### config.mk
export PLATFORM = sky130hd
export DESIGN_NAME = sipo_drive_ctrl
export DESIGN_NICKNAME = d
export VERILOG_FILES = /design/src/rtl/sipo_drive_pkg.sv /design/src/rtl/sipo_shift_chain.sv /design/src/rtl/sipo_hold_gate.sv /design/src/rtl/sipo_drive_ctrl.sv
export SDC_FILE = /design/constraint.sdc
export NUM_CORES = 1
export LEC_CHECK = 0
export ABC_AREA = 1
export BUFFER_PORTS_ARGS = -buffer_cell sky130_fd_sc_hd__buf_2
export CAP_MARGIN = 20
export CORE_ASPECT_RATIO = 0.6
export CORE_MARGIN = 2
export CORE_UTILIZATION = 26
export DETAILED_ROUTE_END_ITERATION = 16
export PLACE_DENSITY = 0.55
export SYNTH_ARGS = -nofsm -noshare
export SYNTH_HDL_FRONTEND = slang
export SYNTH_SLANG_ARGS = --single-unit
export TNS_END_PERCENT = 100
### constraint.sdc
create_clock -name clk -period 1.05 [get_ports clk]
set_clock_uncertainty 0.05 [all_clocks]
set_input_delay 0.21 -clock clk [delete_from_list [all_inputs] [get_ports clk]]
set_output_delay 0.21 -clock clk [all_outputs]
set_load 0.005 [all_outputs]
### src/rtl/sipo_drive_pkg.sv
package sipo_drive_pkg;
  localparam int DEF_CHANNELS = 8;

  typedef struct packed {
    logic clr;
    logic stb;
    logic oe_n;
  } ctrl_t;
endpackage

### src/rtl/sipo_shift_chain.sv
module sipo_shift_chain #(
  parameter int CHANNELS = 8
) (
  input  logic                clk,
  input  logic                rst,
  input  logic                ser_in,
  input  logic                clr,
  output logic [CHANNELS-1:0] stages
);
  localparam int TOP = CHANNELS - 1;

  logic entry_bit;

  assign entry_bit = clr ? 1'b0 : ser_in;

  always_ff @(posedge clk) begin
    if (rst) stages <= '0;
    else     stages <= {stages[TOP-1:0], entry_bit};
  end

  p_entry_r1: assert property (@(posedge clk) disable iff (rst)
    !clr |=> stages[0] == $past(ser_in));
  p_chain_moves_r1: assert property (@(posedge clk) disable iff (rst)
    1'b1 |=> stages[TOP:1] == $past(stages[TOP-1:0]));
  p_clear_zero_r3: assert property (@(posedge clk) disable iff (rst)
    clr |=> stages[0] == 1'b0);
endmodule

### src/rtl/sipo_hold_gate.sv
module sipo_hold_gate #(
  parameter int CHANNELS = 8
) (
  input  logic                clk,
  input  logic                rst,
  input  logic [CHANNELS-1:0] chain,
  input  logic                stb,
  input  logic                oe_n,
  input  logic [CHANNELS-1:0] fault_mask,
  output logic [CHANNELS-1:0] held,
  output logic [CHANNELS-1:0] chan_on
);
  logic [CHANNELS-1:0] enable_vec;

  assign enable_vec = {CHANNELS{~oe_n}} & ~fault_mask;

  always_ff @(posedge clk) begin
    if (rst)      held <= '0;
    else if (stb) held <= chain;
  end

  genvar g;
  generate
    for (g = 0; g < CHANNELS; g++) begin : g_out
      always_ff @(posedge clk) begin
        if (rst) chan_on[g] <= 1'b0;
        else     chan_on[g] <= held[g] & enable_vec[g];
      end
    end
  endgenerate

  p_load_r5: assert property (@(posedge clk) disable iff (rst)
    stb |=> held == $past(chain));
  p_hold_r6: assert property (@(posedge clk) disable iff (rst)
    !stb |=> $stable(held));
  p_disabled_off_r7: assert property (@(posedge clk) disable iff (rst)
    oe_n |=> chan_on == '0);
  p_masked_off_r9: assert property (@(posedge clk) disable iff (rst)
    1'b1 |=> (chan_on & $past(fault_mask)) == '0);
  p_no_spurious_r8: assert property (@(posedge clk) disable iff (rst)
    1'b1 |=> (chan_on & ~$past(held)) == '0);
endmodule

### src/rtl/sipo_drive_ctrl.sv
module sipo_drive_ctrl
  import sipo_drive_pkg::*;
#(
  parameter int CHANNELS = DEF_CHANNELS
) (
  input  logic                clk,
  input  logic                rst,
  input  logic                ser_in,
  input  logic                clr,
  input  logic                stb,
  input  logic                oe_n,
  input  logic [CHANNELS-1:0] fault_mask,
  output logic                ser_out,
  output logic [CHANNELS-1:0] chan_on
);
  localparam int LAST = CHANNELS - 1;

  ctrl_t               ctl;
  logic [CHANNELS-1:0] chain;
  logic [CHANNELS-1:0] held;

  assign ctl = '{clr: clr, stb: stb, oe_n: oe_n};

  sipo_shift_chain #(.CHANNELS(CHANNELS)) u_chain (
    .clk    (clk),
    .rst    (rst),
    .ser_in (ser_in),
    .clr    (ctl.clr),
    .stages (chain)
  );

  sipo_hold_gate #(.CHANNELS(CHANNELS)) u_gate (
    .clk        (clk),
    .rst        (rst),
    .chain      (chain),
    .stb        (ctl.stb),
    .oe_n       (ctl.oe_n),
    .fault_mask (fault_mask),
    .held       (held),
    .chan_on    (chan_on)
  );

  assign ser_out = chain[LAST];

  p_clear_keeps_hold_r4: assert property (@(posedge clk) disable iff (rst)
    (clr && !stb) |=> $stable(held));
  p_cascade_r2: assert property (@(posedge clk) disable iff (rst)
    1'b1 |=> ser_out == $past(chain[LAST-1]));
endmodule

### After elaboration in Yosys (flattened, before gate mapping)

Cells that the tools add are included.

* $add $sub $neg: 0
* multipliers: 0
* div/mod/pow operators: 0
* $lt $le $gt $ge: 0
* equal/unequal tests: 0
* shifts and indexed selects: 0
* multiplexer cells: 0
* bitwise logic cells: 11
* reduce and logical (&&, ||, !) cells: 1

Operators with widths (number)
* 1-bit AND: 8
* 8-bit AND: 1
* 8-bit NOT: 1
* 2-bit OR reduction: 1
* 1-bit NOT: 1

* register bits: 24
* latch bits: 0
* RAM bits: 0
* bits in read-only memories: 0
* bits of input ports: 14
* output and inout bits: 9
* word-level logic and storage cells: 23
* memories: 0

### Logic depth before layout (Yosys ltp)

Gate-level depths: netlist of the first run.

* word-level depth: 3
* mapped depth: 5
* depth with buffers taken out: 4

### Cells and area by module

Synthesis of the first run repeated with hierarchy kept, for this count alone.

* cell total of the unflattened synthesis: 111
* area total of the unflattened synthesis: 875.8 um^2

Modules (own cells, without submodules)
* sipo_hold_gate: instances 1, cells each 85, area each 635.6 um^2, seq. area each 320.3 um^2
* sipo_shift_chain: instances 1, cells each 26, area each 240.2 um^2, seq. area each 160.2 um^2

### Worst setup path before layout of the first run

OpenSTA, ideal clock, no wires.

* kind: input to register
* start point: in rst
* end point: reg u_gate.chan_on[1]
* library setup time: 62 ps
* data arrival time: 732 ps
* setup slack: 206 ps
* stages on the path: 4
* cells stage by stage: buf_6 -> or2_1 -> buf_6 -> nor2_2

RTL lines
* start, declared: RTL line sipo_drive_ctrl.sv:7 `input logic rst,`
* end signal, assigned by index: RTL line sipo_hold_gate.sv:27 `else chan_on[g] <= held[g] & enable_vec[g];`
* end, declared: RTL line sipo_hold_gate.sv:11 `output logic [CHANNELS-1:0] chan_on`

### Final worst setup path of the first run

* start point: reg u_chain.stages[7]
* end point: out ser_out

RTL lines
* start, declared: RTL line sipo_shift_chain.sv:8 `output logic [CHANNELS-1:0] stages`
* start signal, assigned: RTL line sipo_shift_chain.sv:18 `else stages <= {stages[TOP-1:0], entry_bit};`
* end, declared: RTL line sipo_drive_ctrl.sv:13 `output logic ser_out,`

No word-level cell between the ends.

==> results of run 1 <==
==> synth_stat cells, drive strengths merged <==
library cell and number:
dfxtp 24, nand2 25, nor2 32, clkinv 1
buf 3, or2 1, clkbuf 1, inv 16
==> state kept, by name (all words and copies together) (netlist names) <==
register,flops
u_chain.stages,8
u_gate.held,8
u_gate.chan_on,8
==> cell usage in the layout, fill, tap and decap left out <==
| master | synthesis | routed |
|---|---|---|
| sky130_fd_sc_hd__dfxtp_1 | 24 | 24 |
| sky130_fd_sc_hd__buf_4 | 0 | 1 |
| sky130_fd_sc_hd__buf_2 | 1 | 22 |
| sky130_fd_sc_hd__nor2_4 | 1 | 1 |
| sky130_fd_sc_hd__inv_1 | 16 | 16 |
| sky130_fd_sc_hd__nor2_1 | 24 | 24 |
| sky130_fd_sc_hd__clkinv_1 | 1 | 1 |
| sky130_fd_sc_hd__nand2_1 | 25 | 25 |
| sky130_fd_sc_hd__nor2_2 | 7 | 7 |
| sky130_fd_sc_hd__or2_1 | 1 | 1 |
| sky130_fd_sc_hd__clkbuf_8 | 0 | 3 |
==> metrics by stage <==
stage	power (mW)	hold slack, ns	setup WS (ns)	cells	cell area (um2)
2_1_floorplan	1.040	0.2320	0.2065	103	822.0
3_3_place_gp	1.072	0.3154	0.08761	164	959.7
3_5_place_dp	1.074	0.3195	0.04884	164	959.7
4_1_cts	1.585	0.03980	0.09114	167	1001
5_1_grt	1.632	0.04146	0.06367	167	1001
6_report	1.562	0.04582	0.1023	167	1001
==> logic make-up (layout without fill, tap and decap cells) <==
logic type,after synthesis,count (layout),synth area share (%)
buffers and inverters,21,43,11.72
DFF,24,24,58.45
and+or+nand+nor,58,58,29.83
==> worst paths after layout <==
| path | startpoint | to | slack [ns] | cells after the start |
|---|---|---|---|---|
| setup / recovery | u_chain.stages[7] | ser_out | 0.10 | 1 |
| hold / removal | clr | u_chain.stages[0] | 0.05 | 2 |
| setup reg to reg | u_chain.stages[2] | u_gate.held[2] | 0.35 | 4 |
| hold reg to reg | u_chain.stages[1] | u_chain.stages[2] | 0.39 | 2 |
==> power breakdown <==
part	switching, mW	total [mW]	internal (mW)	leakage [nW]
clock	0.255	0.510	0.256	0.0216
sequential	0.00955	0.943	0.933	0.195
combinational	0.0626	0.108	0.0458	0.271
==> final cells by class <==
class | count | area, um2
well taps | 42 | 52.55
fillers | 341 | 1946
clock buffers | 3 | 41.29
multi-input cells | 58 | 245.2
inverters | 17 | 63.81
repair buffers | 23 | 117.6
flip-flops and latches | 24 | 480.5
==> per-layer routing <==
layer | up-vias | global-route usage [%] | part of all wire (%)
li1 | 333 | - | -
met1 | 260 | 9.497 | 53
met2 | 19 | 13.81 | 37
met3 | 0 | 5.472 | 10
met4 | 0 | 1.091 | 0
met5 | - | 0 | 0
==> reports/metrics.cfg, run 1 <==
[clock_tree]
total_number_of_clock_tree_sinks=24
clock_tree.buffer_depth=2
cts_setup_buffers=0
post_cts_resize_count=0
holdBufCountCts=0
clock_slew_seen_by_the_registers_of_the_worst_setup_and_hold_paths_ns=0.07
h-tree-depth=1
clock_insertion_delay_worst_skew_ns=0.26
cts_tree=built
cts-root-buf=sky130_fd_sc_hd__clkbuf_8
tritoncts.num_buffers=3

[floorplan]
total_die_area_mm2=0.003642
start_util_pct=27.90
die-width_um=76.59
core_region_area_mm2=0.002947
fp-row-count=15
floorplan.io_pins=23
dieHeight_um=47.56

[setup_path]
cp_slowest_stage_delay_ns=0.32
crit_slowest_cell=sky130_fd_sc_hd__dfxtp_1
crit_path_buf_inv_count=1
wp_data_arrival_ns=0.69
crit_family=flip-flops
critical_path.cell_chain=buf_2
critical_path.endpoint_type=output pin
critical_path_type=reg -> out
worstPathMaxFanout=2
wp_data_required_ns=0.79
cp-start-kind=register

[global_route]
grt_util_all_layers_pct=8.305
grt_remaining_overflow=0
grt_first_pass_wirelength_um=2277
grt_antenna_before_repair=0
number_of_global_route_vias_before_repair=545
grt_start_max_net_pins=17

[sta]
final_period_minus_worst_setup_slack_ns=0.9477
timing.max_slew.rel_slack_pct=64.47
fin_crit_sh_pct=90.25
rsz0062_at_grt=no
setup_tns_ns=0
report.final.setup_viol=0
timing.fmax_mhz=1055
final_hold_viol_count=0
worst_slew_pin_slew_ns=0.5330
final-max-slew-violation-count=0

[logic_synthesis]
yosysUniqueCellTypes=11
syn_avg_cell_area_um2=7.981
post_synth_inst_count=103
ys_top_cells_by_area=sky130_fd_sc_hd__dfxtp_1, sky130_fd_sc_hd__nand2_1, sky130_fd_sc_hd__nor2_1
synth-seq-cells=24
synthDominantCellAreaShare_pct=58.45
syn_area_um2=822.0
synth_fp_nets=117
ys_warn_count=0
netlist.top_cell.by_area=sky130_fd_sc_hd__dfxtp_1
yosysSeqAreaShare_pct=58.45

[pwr]
power_density_mw_per_mm2=1560
leakage_nw=0.4883
vdd_ir_drop_max_mv=0.7492

[cells_and_area]
post-route-util_pct=33.97
area_delta_synth_final_pct=21.77
post_route_cells_drive_above_1_share_pct=27.20
final_nets=141
insertedDiodeCount=0

[drt]
avgRoutedWirePerCell_um=8.090
routed-via-count=612
avgViaCountPerCell=3.665
first_iter_violations=17
wl_um=1351
post-route-drc-count=0
ant_nets=0
detail_route.first_pass.iterations=5

[place]
numPortBuffers=22
gp_congestion=0.6478
dp_hpwl_um=1044

[run]
max_cap_violations=0

[hold_path]
hold_class=in -> reg

[status]
outcome=finished, final reports clean

No activity file was read; power rests on OpenSTA's default activity.
==> run 2, diff against run 1 <==
--- a/config.mk
+++ b/config.mk
@@ -12,7 +12,6 @@
 export CORE_MARGIN = 2
 export CORE_UTILIZATION = 26
 export DETAILED_ROUTE_END_ITERATION = 16
-export PLACE_DENSITY = 0.55
 export SYNTH_ARGS = -nofsm -noshare
 export SYNTH_HDL_FRONTEND = slang
 export SYNTH_SLANG_ARGS = --single-unit
==> run 2 against run 1 <==
- setup slack gained 0.0026 ns
- core utilization is the same
- non-clock buffer count is the same
- highest routed layer is now met4
- routed wire length shrank 3.6%
- combinational power is essentially flat
- die area is the same
- count of clock-buffer cells in the layout is the same
- final area is the same
- first-iteration DRC count shrank 5.9%
- hold slack gained 0.00088 ns
- maximum frequency grew 0.28%
==> reports/metrics.cfg, run 2 (synthesis gave the netlist of run 1 again) <==
[status]
outcome=finished, final reports clean  ; unchanged

[place]
dp_hpwl_um=1023  ; was 1044 um
placed_area_um2=959.7  ; unchanged
dp_slack_ns=0.05661  ; was 0.04884 ns
gp_congestion=0.7252  ; was 0.6478
numPortBuffers=22  ; unchanged
placed_cells=164  ; unchanged

[clock_tree]
clock_insertion_delay_worst_skew_ns=0.26  ; about the same
total_number_of_clock_tree_sinks=24  ; unchanged
h-tree-depth=1  ; unchanged
tritoncts.num_buffers=3  ; unchanged
cts_tree=built  ; unchanged
post_cts_resize_count=0  ; unchanged
clock_tree.buffer_depth=2  ; unchanged
holdBufCountCts=0  ; unchanged
cts_setup_buffers=0  ; unchanged
cts-root-buf=sky130_fd_sc_hd__clkbuf_8  ; unchanged
clock_slew_seen_by_the_registers_of_the_worst_setup_and_hold_paths_ns=0.07  ; about the same

[sta]
report.final.setup_viol=0  ; unchanged
final_period_minus_worst_setup_slack_ns=0.9451  ; was 0.9477 ns
final_hold_viol_count=0  ; unchanged
rsz0062_at_grt=no  ; unchanged
timing.fmax_mhz=1058  ; was 1055 MHz
worst_slack_ns=0.1049  ; was 0.1023 ns
fin_crit_sh_pct=90.01  ; was 90.25%
worst_slew_pin_slew_ns=0.4683  ; was 0.5330 ns
setup_tns_ns=0  ; unchanged
timing.max_slew.rel_slack_pct=68.78  ; was 64.47%
final-max-slew-violation-count=0  ; unchanged

[global_route]
number_of_global_route_vias_before_repair=531  ; was 545
grt_first_pass_wirelength_um=2318  ; was 2277 um
grt_start_max_net_pins=17  ; unchanged
grt_util_all_layers_pct=8.653  ; was 8.305%
grt_remaining_overflow=0  ; unchanged
grt_antenna_before_repair=0  ; unchanged

[drt]
avgRoutedWirePerCell_um=7.796  ; was 8.090 um
routed-via-count=590  ; was 612
post-route-drc-count=0  ; unchanged
detail_route.first_pass.iterations=3  ; was 5
first_iter_violations=16  ; was 17
avgViaCountPerCell=3.533  ; was 3.665
ant_nets=0  ; unchanged
wl_um=1302  ; was 1351 um

[cells_and_area]
final_nets=141  ; unchanged
layout.cells.most_common=sky130_fd_sc_hd__nand2_1  ; unchanged
area_delta_synth_final_pct=21.77  ; unchanged
finalNonFillerCells=167  ; unchanged
fillCellCount=317  ; was 341
insertedDiodeCount=0  ; unchanged
post_route_cells_drive_above_1_share_pct=27.20  ; unchanged
reg.largest.list=u_chain.stages x8, u_gate.chan_on x8, u_gate.held x8  ; unchanged
area_of_all_placed_cells_without_fillers_mm2=0.001001  ; unchanged
most-common-layout-cells=sky130_fd_sc_hd__nand2_1, sky130_fd_sc_hd__nor2_1, sky130_fd_sc_hd__dfxtp_1  ; unchanged

[setup_path]
crit_slowest_cell=sky130_fd_sc_hd__dfxtp_1  ; unchanged
critical_path.endpoint_type=output pin  ; unchanged
crit_family=flip-flops  ; unchanged
cp_slowest_stage_delay_ns=0.32  ; about the same
critical_path_type=reg -> out  ; unchanged
wp_data_arrival_ns=0.69  ; about the same
crit_path_buf_inv_count=1  ; unchanged
worstPathMaxFanout=2  ; unchanged
cp-start-kind=register  ; unchanged
wp_data_required_ns=0.79  ; about the same
critical_path.cell_chain=buf_2  ; unchanged
r2r-end=u_gate.held[4]  ; was u_gate.held[2]
startpoint_of_the_worst_register_to_register_path=u_chain.stages[4]  ; was u_chain.stages[2]
r2r_slack_ns=0.36  ; was 0.35 ns
r2r_cells=4  ; unchanged

[floorplan]
start_util_pct=27.90  ; unchanged
floorplan.io_pins=23  ; unchanged
die-width_um=76.59  ; unchanged
core_region_area_mm2=0.002947  ; unchanged
fp-row-count=15  ; unchanged
dieHeight_um=47.56  ; unchanged
total_die_area_mm2=0.003642  ; unchanged

[hold_path]
hold_path_end=u_chain.stages[0]  ; unchanged
hold_class=in -> reg  ; unchanged
timing.hold.worst.start=clr  ; unchanged
min_path_cells=2  ; unchanged

[run]
max_cap_violations=0  ; unchanged

[pwr]
power_density_mw_per_mm2=1554  ; was 1560 mW/mm2
leakage_nw=0.4883  ; unchanged
finalPower_mw=1.555  ; was 1.562 mW
vdd_ir_drop_max_mv=0.4017  ; was 0.7492 mV

==> run 2: cell counts in the layout (fill, tap and decap cells not counted) <==
No cell type changed its count.
==> run 2: how the worst max path moves through the flow <==
| stage | slack (ns) | cells past startpoint | endpoint | start |
|---|---|---|---|---|
| 2_1_floorplan | 0.21 | 4 | u_gate.chan_on[1] | rst |
| 3_3_place_gp | 0.09 | 3 | u_gate.chan_on[6] | rst |
| 3_5_place_dp | 0.06 | 3 | u_gate.chan_on[7] | rst |
| 4_1_cts | 0.09 | 1 | ser_out | u_chain.stages[7] |
| 5_1_grt | 0.06 | 1 | ser_out | u_chain.stages[7] |
| 6_report | 0.10 | 1 | ser_out | u_chain.stages[7] |
==> run 2: where the power goes <==
| group | switching, mW | internal, mW |
|---|---|---|
| sequential | 0.00910 | 0.933 |
| clock | 0.249 | 0.256 |
| combinational | 0.0621 | 0.0459 |
| total | 0.321 | 1.23 |
==> run 2: area by class of cell <==
cell class	count	area, um2	share of cell area (%)
inverter	17	63.81	6.375
tap	42	52.55	5.250
timing repair buffer	23	117.6	11.75
multi-input combinational	58	245.2	24.50
sequential	24	480.5	48.00
clock buffer	3	41.29	4.125
==> run 2: metal layers <==
layer	global-route usage, %	part of all wire, %
met2	13.27	38
met4	4.364	0.92
met5	0	0
met3	5.283	8.4
met1	9.851	53
==> run 2: per-stage QoR <==
stage,hold slack [ns],util (%)
2_1_floorplan,0.2320,-
3_3_place_gp,0.3197,32.57
3_5_place_dp,0.3203,32.57
4_1_cts,0.03760,33.97
5_1_grt,0.03380,33.97
6_report,0.04670,33.97
==> run 3, diff against run 2 <==
--- a/config.mk
+++ b/config.mk
@@ -8,10 +8,13 @@
 export ABC_AREA = 1
 export BUFFER_PORTS_ARGS = -buffer_cell sky130_fd_sc_hd__buf_2
 export CAP_MARGIN = 20
+export CELL_PAD_IN_SITES_DETAIL_PLACEMENT = 1
+export CELL_PAD_IN_SITES_GLOBAL_PLACEMENT = 1
 export CORE_ASPECT_RATIO = 0.6
 export CORE_MARGIN = 2
 export CORE_UTILIZATION = 26
 export DETAILED_ROUTE_END_ITERATION = 16
+export PLACE_DENSITY_LB_ADDON = 0.1
 export SYNTH_ARGS = -nofsm -noshare
 export SYNTH_HDL_FRONTEND = slang
 export SYNTH_SLANG_ARGS = --single-unit
==> run 3 against run 2 <==
- cell count increased by 0.60%
- hold slack worse by 0.0081 ns
- power increased by 6.8%
- highest routed layer unchanged
==> reports/metrics.cfg, run 3 (synthesis gave the netlist of run 1 again) <==
[setup_path]
critical_path_type=reg -> out  ; unchanged
critical_path.cell_chain=buf_2  ; unchanged
wp_data_required_ns=0.79  ; about the same
cp-start-kind=register  ; unchanged
crit_slowest_cell=sky130_fd_sc_hd__dfxtp_1  ; unchanged
crit_path_buf_inv_count=1  ; unchanged
worstPathMaxFanout=2  ; unchanged
wp_data_arrival_ns=0.71  ; was 0.69 ns
crit_family=flip-flops  ; unchanged
r2r_slack_ns=0.36  ; about the same
cp_slowest_stage_delay_ns=0.34  ; was 0.32 ns
critical_path.endpoint_type=output pin  ; unchanged

[floorplan]
start_util_pct=27.90  ; unchanged
dieHeight_um=47.56  ; unchanged
die-width_um=76.59  ; unchanged
fp-row-count=15  ; unchanged
total_die_area_mm2=0.003642  ; unchanged
core_region_area_mm2=0.002947  ; unchanged
floorplan.io_pins=23  ; unchanged

[cells_and_area]
post-route-util_pct=34.44  ; was 33.97%
insertedDiodeCount=0  ; unchanged
area_delta_synth_final_pct=23.44  ; was 21.77%
layout.cells.most_common=sky130_fd_sc_hd__nand2_1  ; unchanged
fillCellCount=373  ; was 317
final_nets=141  ; unchanged
most-common-layout-cells=sky130_fd_sc_hd__nand2_1, sky130_fd_sc_hd__nor2_1, sky130_fd_sc_hd__dfxtp_1  ; unchanged
post_route_cells_drive_above_1_share_pct=27.78  ; was 27.20%
reg.largest.list=u_chain.stages x8, u_gate.chan_on x8, u_gate.held x8  ; unchanged
area_of_all_placed_cells_without_fillers_mm2=0.001015  ; was 0.001001 mm2

[sta]
fin_crit_sh_pct=92.15  ; was 90.01%
final_hold_viol_count=0  ; unchanged
timing.fmax_mhz=1034  ; was 1058 MHz
final_period_minus_worst_setup_slack_ns=0.9676  ; was 0.9451 ns
worst_hold_slack_ns=0.03859  ; was 0.04670 ns
rsz0062_at_grt=no  ; unchanged
final-max-slew-violation-count=0  ; unchanged
report.final.setup_viol=0  ; unchanged
timing.max_slew.rel_slack_pct=67.50  ; was 68.78%
setup_tns_ns=0  ; unchanged
worst_slew_pin_slew_ns=0.4875  ; was 0.4683 ns

[place]
placed_area_um2=959.7  ; unchanged
gp_congestion=0.6372  ; was 0.7252
dp_hpwl_um=1163  ; was 1023 um
numPortBuffers=22  ; unchanged

[pwr]
vdd_ir_drop_max_mv=0.6423  ; was 0.4017 mV
power_density_mw_per_mm2=1637  ; was 1554 mW/mm2
power.sequential.fraction_pct=56.7  ; was 60.6%
leakage_nw=0.4955  ; was 0.4883 nW
share_comb_of_total_power_pct=6.6  ; was 6.9%
clock_power_share_pct=36.7  ; was 32.5%
switching_share_of_total_power_pct=20.98  ; was 20.61%
cell_internal_pwr_mw=1.313  ; was 1.235 mW
p_sw_uw=348.6  ; was 320.6 uW

[clock_tree]
tritoncts.num_buffers=3  ; unchanged
h-tree-depth=1  ; unchanged
clock_slew_seen_by_the_registers_of_the_worst_setup_and_hold_paths_ns=0.08  ; was 0.07 ns
clock_tree.buffer_depth=2  ; unchanged
cts-root-buf=sky130_fd_sc_hd__clkbuf_8  ; unchanged
post_cts_resize_count=0  ; unchanged
cts_tree=built  ; unchanged
total_number_of_clock_tree_sinks=24  ; unchanged
cts_setup_buffers=0  ; unchanged
clock_insertion_delay_worst_skew_ns=0.26  ; about the same
holdBufCountCts=0  ; unchanged

[global_route]
grt_util_all_layers_pct=9.345  ; was 8.653%
number_of_global_route_vias_before_repair=548  ; was 531
grt_first_pass_wirelength_um=2484  ; was 2318 um
grt_antenna_before_repair=0  ; unchanged
grt_start_max_net_pins=17  ; unchanged
grt_remaining_overflow=0  ; unchanged

[drt]
avgRoutedWirePerCell_um=9.196  ; was 7.796 um
post-route-drc-count=0  ; unchanged
avgViaCountPerCell=3.762  ; was 3.533
wl_um=1545  ; was 1302 um
detail_route.first_pass.iterations=4  ; was 3
routed-via-count=632  ; was 590
ant_nets=0  ; unchanged
first_iter_violations=15  ; was 16

[run]
max_cap_violations=0  ; unchanged

[hold_path]
hold_class=in -> reg  ; unchanged

[status]
outcome=finished, final reports clean  ; unchanged

==> run 3: cell count changes in the layout (fill, tap and decap cells not counted), sizes merged <==
cell,delta
clkbuf,+1
==> run 3: final cells by class <==
class / instances / area, um2 / area share (%)
well taps: 42 / 52.55 / 5.179
clock buffers: 4 / 55.05 / 5.425
repair buffers: 23 / 117.6 / 11.59
flip-flops and latches: 24 / 480.5 / 47.35
inverters: 17 / 63.81 / 6.289
multi-input cells: 58 / 245.2 / 24.17
==> run 3: path summary, 6_finish.rpt <==
check                    start                 to  depth (start not counted)
min                        clr  u_chain.stages[0]                          2
min reg2reg  u_chain.stages[0]  u_chain.stages[1]                          2
max reg2reg  u_chain.stages[5]     u_gate.held[5]                          4
max          u_chain.stages[7]            ser_out                          1
==> run 3: per-layer routing <==
layer | GRT usage, % | part of all wire (%) | up-vias
met2 | 13.98 | 40 | 22
met4 | 3.273 | 0.52 | 0
li1 | - | - | 333
met3 | 5.094 | 9.7 | 2
met1 | 11.70 | 50 | 275
met5 | 0 | 0 | -
==> run 3: metrics by stage <==
step           cells  worst slack, ns  power, mW
5_1_grt          168          0.03520      1.757
3_5_place_dp     164          0.03657      1.078
4_1_cts          168          0.06443      1.699
6_report         168          0.08244      1.662
3_3_place_gp     164          0.05008      1.074
2_1_floorplan    103           0.2065      1.040
==> run 3: power by group through the flow <==
stage          registers [mW]  logic (mW)  clock network (mW)
2_1_floorplan           0.963      0.0776                   0
3_3_place_gp            0.964       0.110                   0
3_5_place_dp            0.964       0.114                   0
4_1_cts                 0.943       0.114               0.642
5_1_grt                 0.946       0.127               0.684
6_report                0.942       0.110               0.609
